<file path="config.mk">
export PLATFORM = sky130hd
export DESIGN_NAME = irq_vec_tracker
export DESIGN_NICKNAME = d
export VERILOG_FILES = /design/src/rtl/irq_vec_pkg.sv /design/src/rtl/irq_vec_set.sv /design/src/rtl/irq_msb_find.sv /design/src/rtl/irq_special_flags.sv /design/src/rtl/irq_vec_tracker.sv
export SDC_FILE = /design/constraint.sdc
export NUM_CORES = 2
export LEC_CHECK = 0
export BUFFER_PORTS_ARGS = -buffer_cell sky130_fd_sc_hd__clkbuf_2
export CAP_MARGIN = 15
export CELL_PAD_IN_SITES_DETAIL_PLACEMENT = 1
export CELL_PAD_IN_SITES_GLOBAL_PLACEMENT = 1
export CORE_MARGIN = 2
export CORE_UTILIZATION = 44
export CTS_CLUSTER_SIZE = 12
export DETAILED_ROUTE_END_ITERATION = 12
export PLACE_DENSITY_LB_ADDON = 0.1
export SLEW_MARGIN = 25
export SYNTH_ARGS = -nofsm -noshare
export SYNTH_HDL_FRONTEND = slang
export SYNTH_HIERARCHICAL = 1
export SYNTH_SLANG_ARGS = --single-unit
</file>
<file path="constraint.sdc">
create_clock -name clk -period 3.8 [get_ports clk]
set_input_delay 0.38 -clock clk [delete_from_list [all_inputs] [get_ports clk]]
set_output_delay 0.38 -clock clk [all_outputs]
set_load 0.01 [all_outputs]
</file>
<file path="src/rtl/irq_vec_pkg.sv">
// Shared constants for the interrupt vector request tracker.
// Assumes 3-bit delivery kind codes and four special kinds.
package irq_vec_pkg;
    localparam logic [2:0] KIND_FIXED  = 3'd0;
    localparam logic [2:0] KIND_SMI    = 3'd1;
    localparam logic [2:0] KIND_NMI    = 3'd2;
    localparam logic [2:0] KIND_EXTINT = 3'd3;
    localparam logic [2:0] KIND_INIT   = 3'd4;

    localparam int NUM_SPECIAL = 4;
    localparam int SP_SMI  = 0;
    localparam int SP_NMI  = 1;
    localparam int SP_EXT  = 2;
    localparam int SP_INIT = 3;

    // Kind code that raises special slot k.
    function automatic logic [2:0] special_code(input int k);
        return 3'(k + 1);
    endfunction
endpackage

</file>
<file path="src/rtl/irq_vec_set.sv">
// One vector set stored as NUM_WORDS words of WORD_W bits.
// One set port and one clear port act per cycle. A set wins over a clear
// on the same vector. Assumes a power-of-two word width.
module irq_vec_set #(
    parameter int VEC_W  = 8,
    parameter int WORD_W = 32,
    localparam int NUM_VEC   = 1 << VEC_W,
    localparam int NUM_WORDS = NUM_VEC / WORD_W,
    localparam int BIT_W     = $clog2(WORD_W),
    localparam int WSEL_W    = VEC_W - BIT_W
) (
    input  logic               clk,
    input  logic               rst_n,
    input  logic               set_en,
    input  logic [VEC_W-1:0]   set_vec,
    input  logic               clr_en,
    input  logic [VEC_W-1:0]   clr_vec,
    output logic [NUM_VEC-1:0] bits
);
    for (genvar w = 0; w < NUM_WORDS; w++) begin : g_word
        logic              set_hit;
        logic              clr_hit;
        logic [WORD_W-1:0] set_mask;
        logic [WORD_W-1:0] clr_mask;
        logic [WORD_W-1:0] word_q;

        // Decode whether this word is addressed by either port.
        assign set_hit = set_en && (set_vec[VEC_W-1:BIT_W] == WSEL_W'(w));
        assign clr_hit = clr_en && (clr_vec[VEC_W-1:BIT_W] == WSEL_W'(w));

        // Build the one-hot bit masks inside the word.
        assign set_mask = set_hit ? (WORD_W'(1) << set_vec[BIT_W-1:0]) : '0;
        assign clr_mask = clr_hit ? (WORD_W'(1) << clr_vec[BIT_W-1:0]) : '0;

        // Word storage: clear first, then set, so that a set wins.
        always_ff @(posedge clk) begin
            if (!rst_n) begin
                word_q <= '0;
            end else begin
                word_q <= (word_q & ~clr_mask) | set_mask;
            end
        end

        assign bits[w*WORD_W +: WORD_W] = word_q;
    end
endmodule

</file>
<file path="src/rtl/irq_msb_find.sv">
// Highest-set-bit search over a word-organised vector set.
// The highest nonzero word gives the index, combined with its top bit.
// An empty set yields zero with any_set low. Purely combinational.
module irq_msb_find #(
    parameter int VEC_W  = 8,
    parameter int WORD_W = 32,
    localparam int NUM_VEC   = 1 << VEC_W,
    localparam int NUM_WORDS = NUM_VEC / WORD_W,
    localparam int BIT_W     = $clog2(WORD_W),
    localparam int WSEL_W    = VEC_W - BIT_W
) (
    input  logic [NUM_VEC-1:0] bits,
    output logic [VEC_W-1:0]   top,
    output logic               any_set
);
    logic [NUM_WORDS-1:0]            word_nz;
    logic [NUM_WORDS-1:0][BIT_W-1:0] word_msb;

    for (genvar w = 0; w < NUM_WORDS; w++) begin : g_word
        logic [BIT_W-1:0] msb_local;

        // Position of the most significant set bit inside this word.
        always_comb begin
            msb_local = '0;
            for (int b = 0; b < WORD_W; b++) begin
                if (bits[w*WORD_W + b]) msb_local = BIT_W'(b);
            end
        end

        assign word_nz[w]  = |bits[w*WORD_W +: WORD_W];
        assign word_msb[w] = msb_local;
    end

    // Word-level priority: a higher nonzero word overrides a lower one.
    always_comb begin
        top = '0;
        for (int w = 0; w < NUM_WORDS; w++) begin
            if (word_nz[w]) top = {WSEL_W'(w), word_msb[w]};
        end
    end

    assign any_set = |word_nz;
endmodule

</file>
<file path="src/rtl/irq_special_flags.sv">
// Pending flags and latched payloads for the delivery kinds that bypass
// the request set. A new message of a kind beats a take of the same kind.
module irq_special_flags #(
    parameter int MSG_W = 32,
    parameter int NSP   = irq_vec_pkg::NUM_SPECIAL
) (
    input  logic               clk,
    input  logic               rst_n,
    input  logic [NSP-1:0]     accept,
    input  logic [MSG_W-1:0]   msg_data,
    input  logic [NSP-1:0]     take,
    output logic [NSP-1:0]     pend,
    output logic [NSP*MSG_W-1:0] msgs
);
    for (genvar k = 0; k < NSP; k++) begin : g_kind
        logic             flag_q;
        logic [MSG_W-1:0] msg_q;

        // Pending flag: set on accept, cleared by take, accept wins.
        always_ff @(posedge clk) begin
            if (!rst_n) begin
                flag_q <= 1'b0;
            end else if (accept[k]) begin
                flag_q <= 1'b1;
            end else if (take[k]) begin
                flag_q <= 1'b0;
            end
        end

        // Payload latch: capture the message that raised this kind.
        always_ff @(posedge clk) begin
            if (!rst_n) begin
                msg_q <= '0;
            end else if (accept[k]) begin
                msg_q <= msg_data;
            end
        end

        assign pend[k]                  = flag_q;
        assign msgs[k*MSG_W +: MSG_W]   = msg_q;
    end
endmodule

</file>
<file path="src/rtl/irq_vec_tracker.sv">
// Interrupt vector request tracker: request and in-service vector sets,
// registered top vectors, special-kind flags and a word read port.
// Assumes one message, one acknowledge and one end-of-interrupt at most
// per cycle. The end-of-interrupt targets the registered top_isr.
module irq_vec_tracker #(
    parameter int VEC_W  = 8,
    parameter int WORD_W = 32,
    parameter int MSG_W  = 32,
    localparam int NUM_VEC   = 1 << VEC_W,
    localparam int NUM_WORDS = NUM_VEC / WORD_W,
    localparam int WSEL_W    = $clog2(NUM_WORDS),
    localparam int NSP       = irq_vec_pkg::NUM_SPECIAL
) (
    input  logic                 clk,
    input  logic                 rst_n,
    input  logic                 msg_valid,
    input  logic [2:0]           msg_kind,
    input  logic [VEC_W-1:0]     msg_vector,
    input  logic [MSG_W-1:0]     msg_data,
    input  logic                 ack_valid,
    input  logic [VEC_W-1:0]     ack_vector,
    input  logic                 eoi_valid,
    input  logic [NSP-1:0]       take,
    input  logic                 rd_sel,
    input  logic [WSEL_W-1:0]    rd_word,
    output logic [WORD_W-1:0]    rd_data,
    output logic [VEC_W-1:0]     top_req,
    output logic [VEC_W-1:0]     top_isr,
    output logic [NSP-1:0]       pend,
    output logic                 unmask_pend,
    output logic [NSP*MSG_W-1:0] spec_msgs,
    output logic [31:0]          fmt_word
);
    import irq_vec_pkg::*;

    logic [NUM_VEC-1:0] req_bits;
    logic [NUM_VEC-1:0] isr_bits;
    logic [VEC_W-1:0]   req_top_c;
    logic [VEC_W-1:0]   isr_top_c;
    logic               req_any;
    logic               isr_any;
    logic               fixed_acc;
    logic               eoi_fire;
    logic [NSP-1:0]     sp_accept;

    // A fixed-kind message is the only one that enters the request set.
    assign fixed_acc = msg_valid && (msg_kind == KIND_FIXED);

    // End-of-interrupt acts only when something is in service.
    assign eoi_fire = eoi_valid && isr_any;

    // Decode the special kinds into per-slot accept strobes.
    for (genvar k = 0; k < NSP; k++) begin : g_acc
        assign sp_accept[k] = msg_valid && (msg_kind == special_code(k));
    end

    irq_vec_set #(.VEC_W(VEC_W), .WORD_W(WORD_W)) u_req_set (
        .clk     (clk),
        .rst_n   (rst_n),
        .set_en  (fixed_acc),
        .set_vec (msg_vector),
        .clr_en  (ack_valid),
        .clr_vec (ack_vector),
        .bits    (req_bits)
    );

    irq_vec_set #(.VEC_W(VEC_W), .WORD_W(WORD_W)) u_isr_set (
        .clk     (clk),
        .rst_n   (rst_n),
        .set_en  (ack_valid),
        .set_vec (ack_vector),
        .clr_en  (eoi_fire),
        .clr_vec (top_isr),
        .bits    (isr_bits)
    );

    irq_msb_find #(.VEC_W(VEC_W), .WORD_W(WORD_W)) u_req_find (
        .bits    (req_bits),
        .top     (req_top_c),
        .any_set (req_any)
    );

    irq_msb_find #(.VEC_W(VEC_W), .WORD_W(WORD_W)) u_isr_find (
        .bits    (isr_bits),
        .top     (isr_top_c),
        .any_set (isr_any)
    );

    irq_special_flags #(.MSG_W(MSG_W), .NSP(NSP)) u_flags (
        .clk      (clk),
        .rst_n    (rst_n),
        .accept   (sp_accept),
        .msg_data (msg_data),
        .take     (take),
        .pend     (pend),
        .msgs     (spec_msgs)
    );

    // Registered top vectors, refreshed from the current set contents.
    always_ff @(posedge clk) begin
        if (!rst_n) begin
            top_req <= '0;
            top_isr <= '0;
        end else begin
            top_req <= req_any ? req_top_c : '0;
            top_isr <= isr_any ? isr_top_c : '0;
        end
    end

    // Destination format word: flat model after reset, no write path here.
    always_ff @(posedge clk) begin
        if (!rst_n) begin
            fmt_word <= '1;
        end else begin
            fmt_word <= fmt_word;
        end
    end

    // Summary of the unmaskable kinds; the external kind is left out.
    assign unmask_pend = pend[SP_SMI] | pend[SP_NMI] | pend[SP_INIT];

    // Word read port over either set.
    always_comb begin
        if (rd_sel) rd_data = isr_bits[rd_word*WORD_W +: WORD_W];
        else        rd_data = req_bits[rd_word*WORD_W +: WORD_W];
    end
endmodule

</file>
==> impl_metrics.toml <==
[clock_network]
cts_made_buffers = 78
cts.path.max_buffers = 3
htreeDepth = 3
cts.sinks = 660
cts_tree = "yes"
cts.root.buffer_cell = "clkbuf_16"
cts_resized = 0
clk_pin_slew_ns = 0.06
clk-insertion-delay-late_ns = 0.67

[layout]
area_growth_pct = 16.71
final_util = 0.5186
nets = 4217
multi_input_area_um2 = 20470
design_area_um2 = 41700
seq_area_um2 = 13210
fillerInstances = 9283
drive_gt1_frac = 0.2051

[synth]
yosys-top-cells-area = "dfxtp_1 37%, mux4_2 8.1%, a32o_1 7.6%, o311ai_0 5.6%, nand3_1 4.2%"
synth-seq-area-share = 0.3698
synth_edf_count = 0
syn_area_per_cell_um2 = 9.211
synth_ff_type = "dfxtp_1"
ys_warn_count = 6
synth.distinct_cells = 74
yosys.area.top_type_share = 0.3698
syn-cell-area_um2 = 35730
synth_cells = 3879
yosysTopAreaCell = "dfxtp_1"
yosys_register_bits = 660
async_flop_share = 0

[floorplanning]
start_util = 0.4443
fp.dieH_um = 289.0
fp.dieW_um = 289.0
die-area_um2 = 83500
coreArea_um2 = 80420
rows = 104
io_pins = 277

[sta]
hold_slack_ns = 0.03294
skew_ns = 0.05162
setup_viol = 0
hold_viol_final = 0
rsz0062_at_grt = "no"
worst_pin_slew_ns = 1.106
max_freq_mhz = 278.7
setup_tns_ns = 0
min_period_ns = 3.588
finalCritPeriodShare = 0.9441
finalMaxSlewViolations = 0
slew_headroom = 0.2597

[route]
num_vias = 38820
drtPass1Iterations = 5
drc = 0
vias_per_cell = 7.339
final_antenna_net_count = 0
routedWlPerCell_um = 37.08
drt-initial-drc-count = 5639
wirelength_mm = 196.1

[status]
status = "completed"

[setup_path]
r2r_setup_slack_ns = 0.21
path_max_fanout = 8
r2r_cells = 8
critPathKind = "flip-flop to flip-flop"
start_kind = "flip-flop"
cp.arrival_ns = 4.11
cp-end-kind = "flip-flop"
reg2reg_to = "top_req[6]$_SDFF_PN0_"
r2r-start = "u_req_set/g_word[5].word_q[9]$_SDFF_PN0_"
cp_data_required_time_ns = 4.33

[pwr]
leakage_nw = 14.81
peakVddDrop_uv = 334.8
powerDensity_nw_per_um2 = 386.4

[min_path]
hp-class = "primary input to flip-flop"
min_from = "take[2]"
worstHoldPathCells = 3
min_to = "u_flags/g_kind[2].flag_q$_SDFFE_PN0P_"

[grt]
grt_max_degree = 173
grt_pass1_vias = 36910
grt_usage = 0.4530
grt_first_pass_wirelength_mm = 272.1
antenna_found_initial = 41
overflow = 0

[placement]
dp_hpwl_mm = 146.5
place_congestion = 1.084
place_area_um2 = 39070
portBuffers = 244

[run]
max-cap-violations = 0
-- how the worst max path moves through the flow --
stage,startpoint,to,slack (ns),cells after the start
after floorplan,u_isr_set/g_word[7].word_q[31]$_SDFF_PN0_,u_isr_set/g_word[4].word_q[10]$_SDFF_PN0_,0.52,13
after global placement,u_isr_set/g_word[4].word_q[8]$_SDFF_PN0_,top_isr[1]$_SDFF_PN0_,0.46,9
after detailed placement,u_isr_set/g_word[4].word_q[8]$_SDFF_PN0_,u_isr_set/g_word[7].word_q[10]$_SDFF_PN0_,0.42,12
after CTS,u_isr_set/g_word[4].word_q[8]$_SDFF_PN0_,u_isr_set/g_word[3].word_q[23]$_SDFF_PN0_,0.37,12
after global routing,u_req_set/g_word[3].word_q[28]$_SDFF_PN0_,top_req[2]$_SDFF_PN0_,0.18,9
final,u_req_set/g_word[5].word_q[9]$_SDFF_PN0_,top_req[6]$_SDFF_PN0_,0.21,8
-- layer usage --
| layer | up-vias | share of wire | track usage |
|---|---|---|---|
| met3 | 610 | 0.12 | 0.1410 |
| li1 | 15860 | - | - |
| met2 | 2645 | 0.44 | 0.6814 |
| met4 | 22 | 0.067 | 0.2630 |
| met1 | 19680 | 0.37 | 0.5729 |
| met5 | - | 0.00088 | 0 |
-- area by class of cell --
cell class / count / area share
multi-input combinational: 2776 / 0.4909
sequential: 660 / 0.3168
timing repair buffer: 543 / 0.08908
clock buffer: 124 / 0.05599
tap: 1060 / 0.03180
inverter: 94 / 0.008461
clock inverter: 20 / 0.006241
antenna: 12 / 0.0007201
-- through the flow --
step | instances | power (mW) | setup slack (ns)
global placement | 5132 | 8.479 | 0.4586
floorplan | 3910 | 7.967 | 0.5176
detailed placement | 5132 | 8.489 | 0.4198
CTS | 5277 | 16.08 | 0.3740
finish | 5289 | 16.11 | 0.2124
global route | 5278 | 16.44 | 0.1846
-- sequential cells by signal (all words and copies together) (netlist names) --
signal,cells
u_isr_set/g_word.word_q,256
u_req_set/g_word.word_q,256
u_flags/g_kind.msg_q,128
top_isr,8
top_req,8
u_flags/g_kind.flag_q,4
-- power by group --
group	internal [mW]	total [mW]	switching [mW]
Combinational	0.390	1.37	0.980
Clock	4.40	7.71	3.32
Sequential	6.96	7.03	0.0676
-- logic make-up after synthesis --
kind of cell	count (synthesis)	synth area share
AOI/OAI and AO/OA	1196	0.2515
buffers and inverters	474	0.06429
DFF	660	0.3698
muxes	256	0.1165
other	1	0.0001050
and+or+nand+nor	1292	0.1978
-- Yosys cell counts (14+ instances only) --
library cell  count
a22oi_1          64
buf_4            56
or4_1            24
nor2b_1         158
a21oi_1         118
nand2_1         153
o211ai_1         14
inv_1            94
o21ai_1          28
clkbuf_1        230
nor2_1          235
and3_1           22
mux4_2          128
nand3_1         300
nor4_1          120
mux2i_1         128
nor3_1           95
dfxtp_1         660
nand4_1          18
a211oi_1         16
o21ai_0         292
o311ai_1         26
a32o_1          272
nand2b_1         36
o311ai_0        228
o31ai_1          26
o221ai_1         18
buf_2            64
-- cell usage in the layout (no fill, tap or decap), drive strengths merged, types with 22 or more instances in the layout --
| master | instances |
|---|---|
| o311ai | 254 |
| o21ai | 320 |
| conb | 32 |
| dfxtp | 660 |
| nor4 | 130 |
| a32o | 272 |
| nor2b | 158 |
| a21oi | 118 |
| nand3 | 300 |
| and3 | 22 |
| inv | 98 |
| o31ai | 26 |
| mux2i | 128 |
| nor3 | 99 |
| mux4 | 128 |
| a22oi | 64 |
| nor2 | 237 |
| or4 | 28 |
| buf | 300 |
| clkbuf | 366 |
| nand2 | 153 |
| nand2b | 36 |
-- what timing repair did --
action,4_1_cts,5_1_grt
hold endpoints to repair,1,0
hold buffers,1,0
setup buffers,0,0
-- critical path, stage by stage, from the launching register on --
cell,delay [ns]
dfxtp_1,0.43
or4_1,0.65
nor2_1,0.39
and4_1,0.45
nand2_1,0.23
nor2_1,0.19
nand3_1,0.21
or3_1,0.60
and3_1,0.28
No activity file was read; power rests on OpenSTA's default activity.
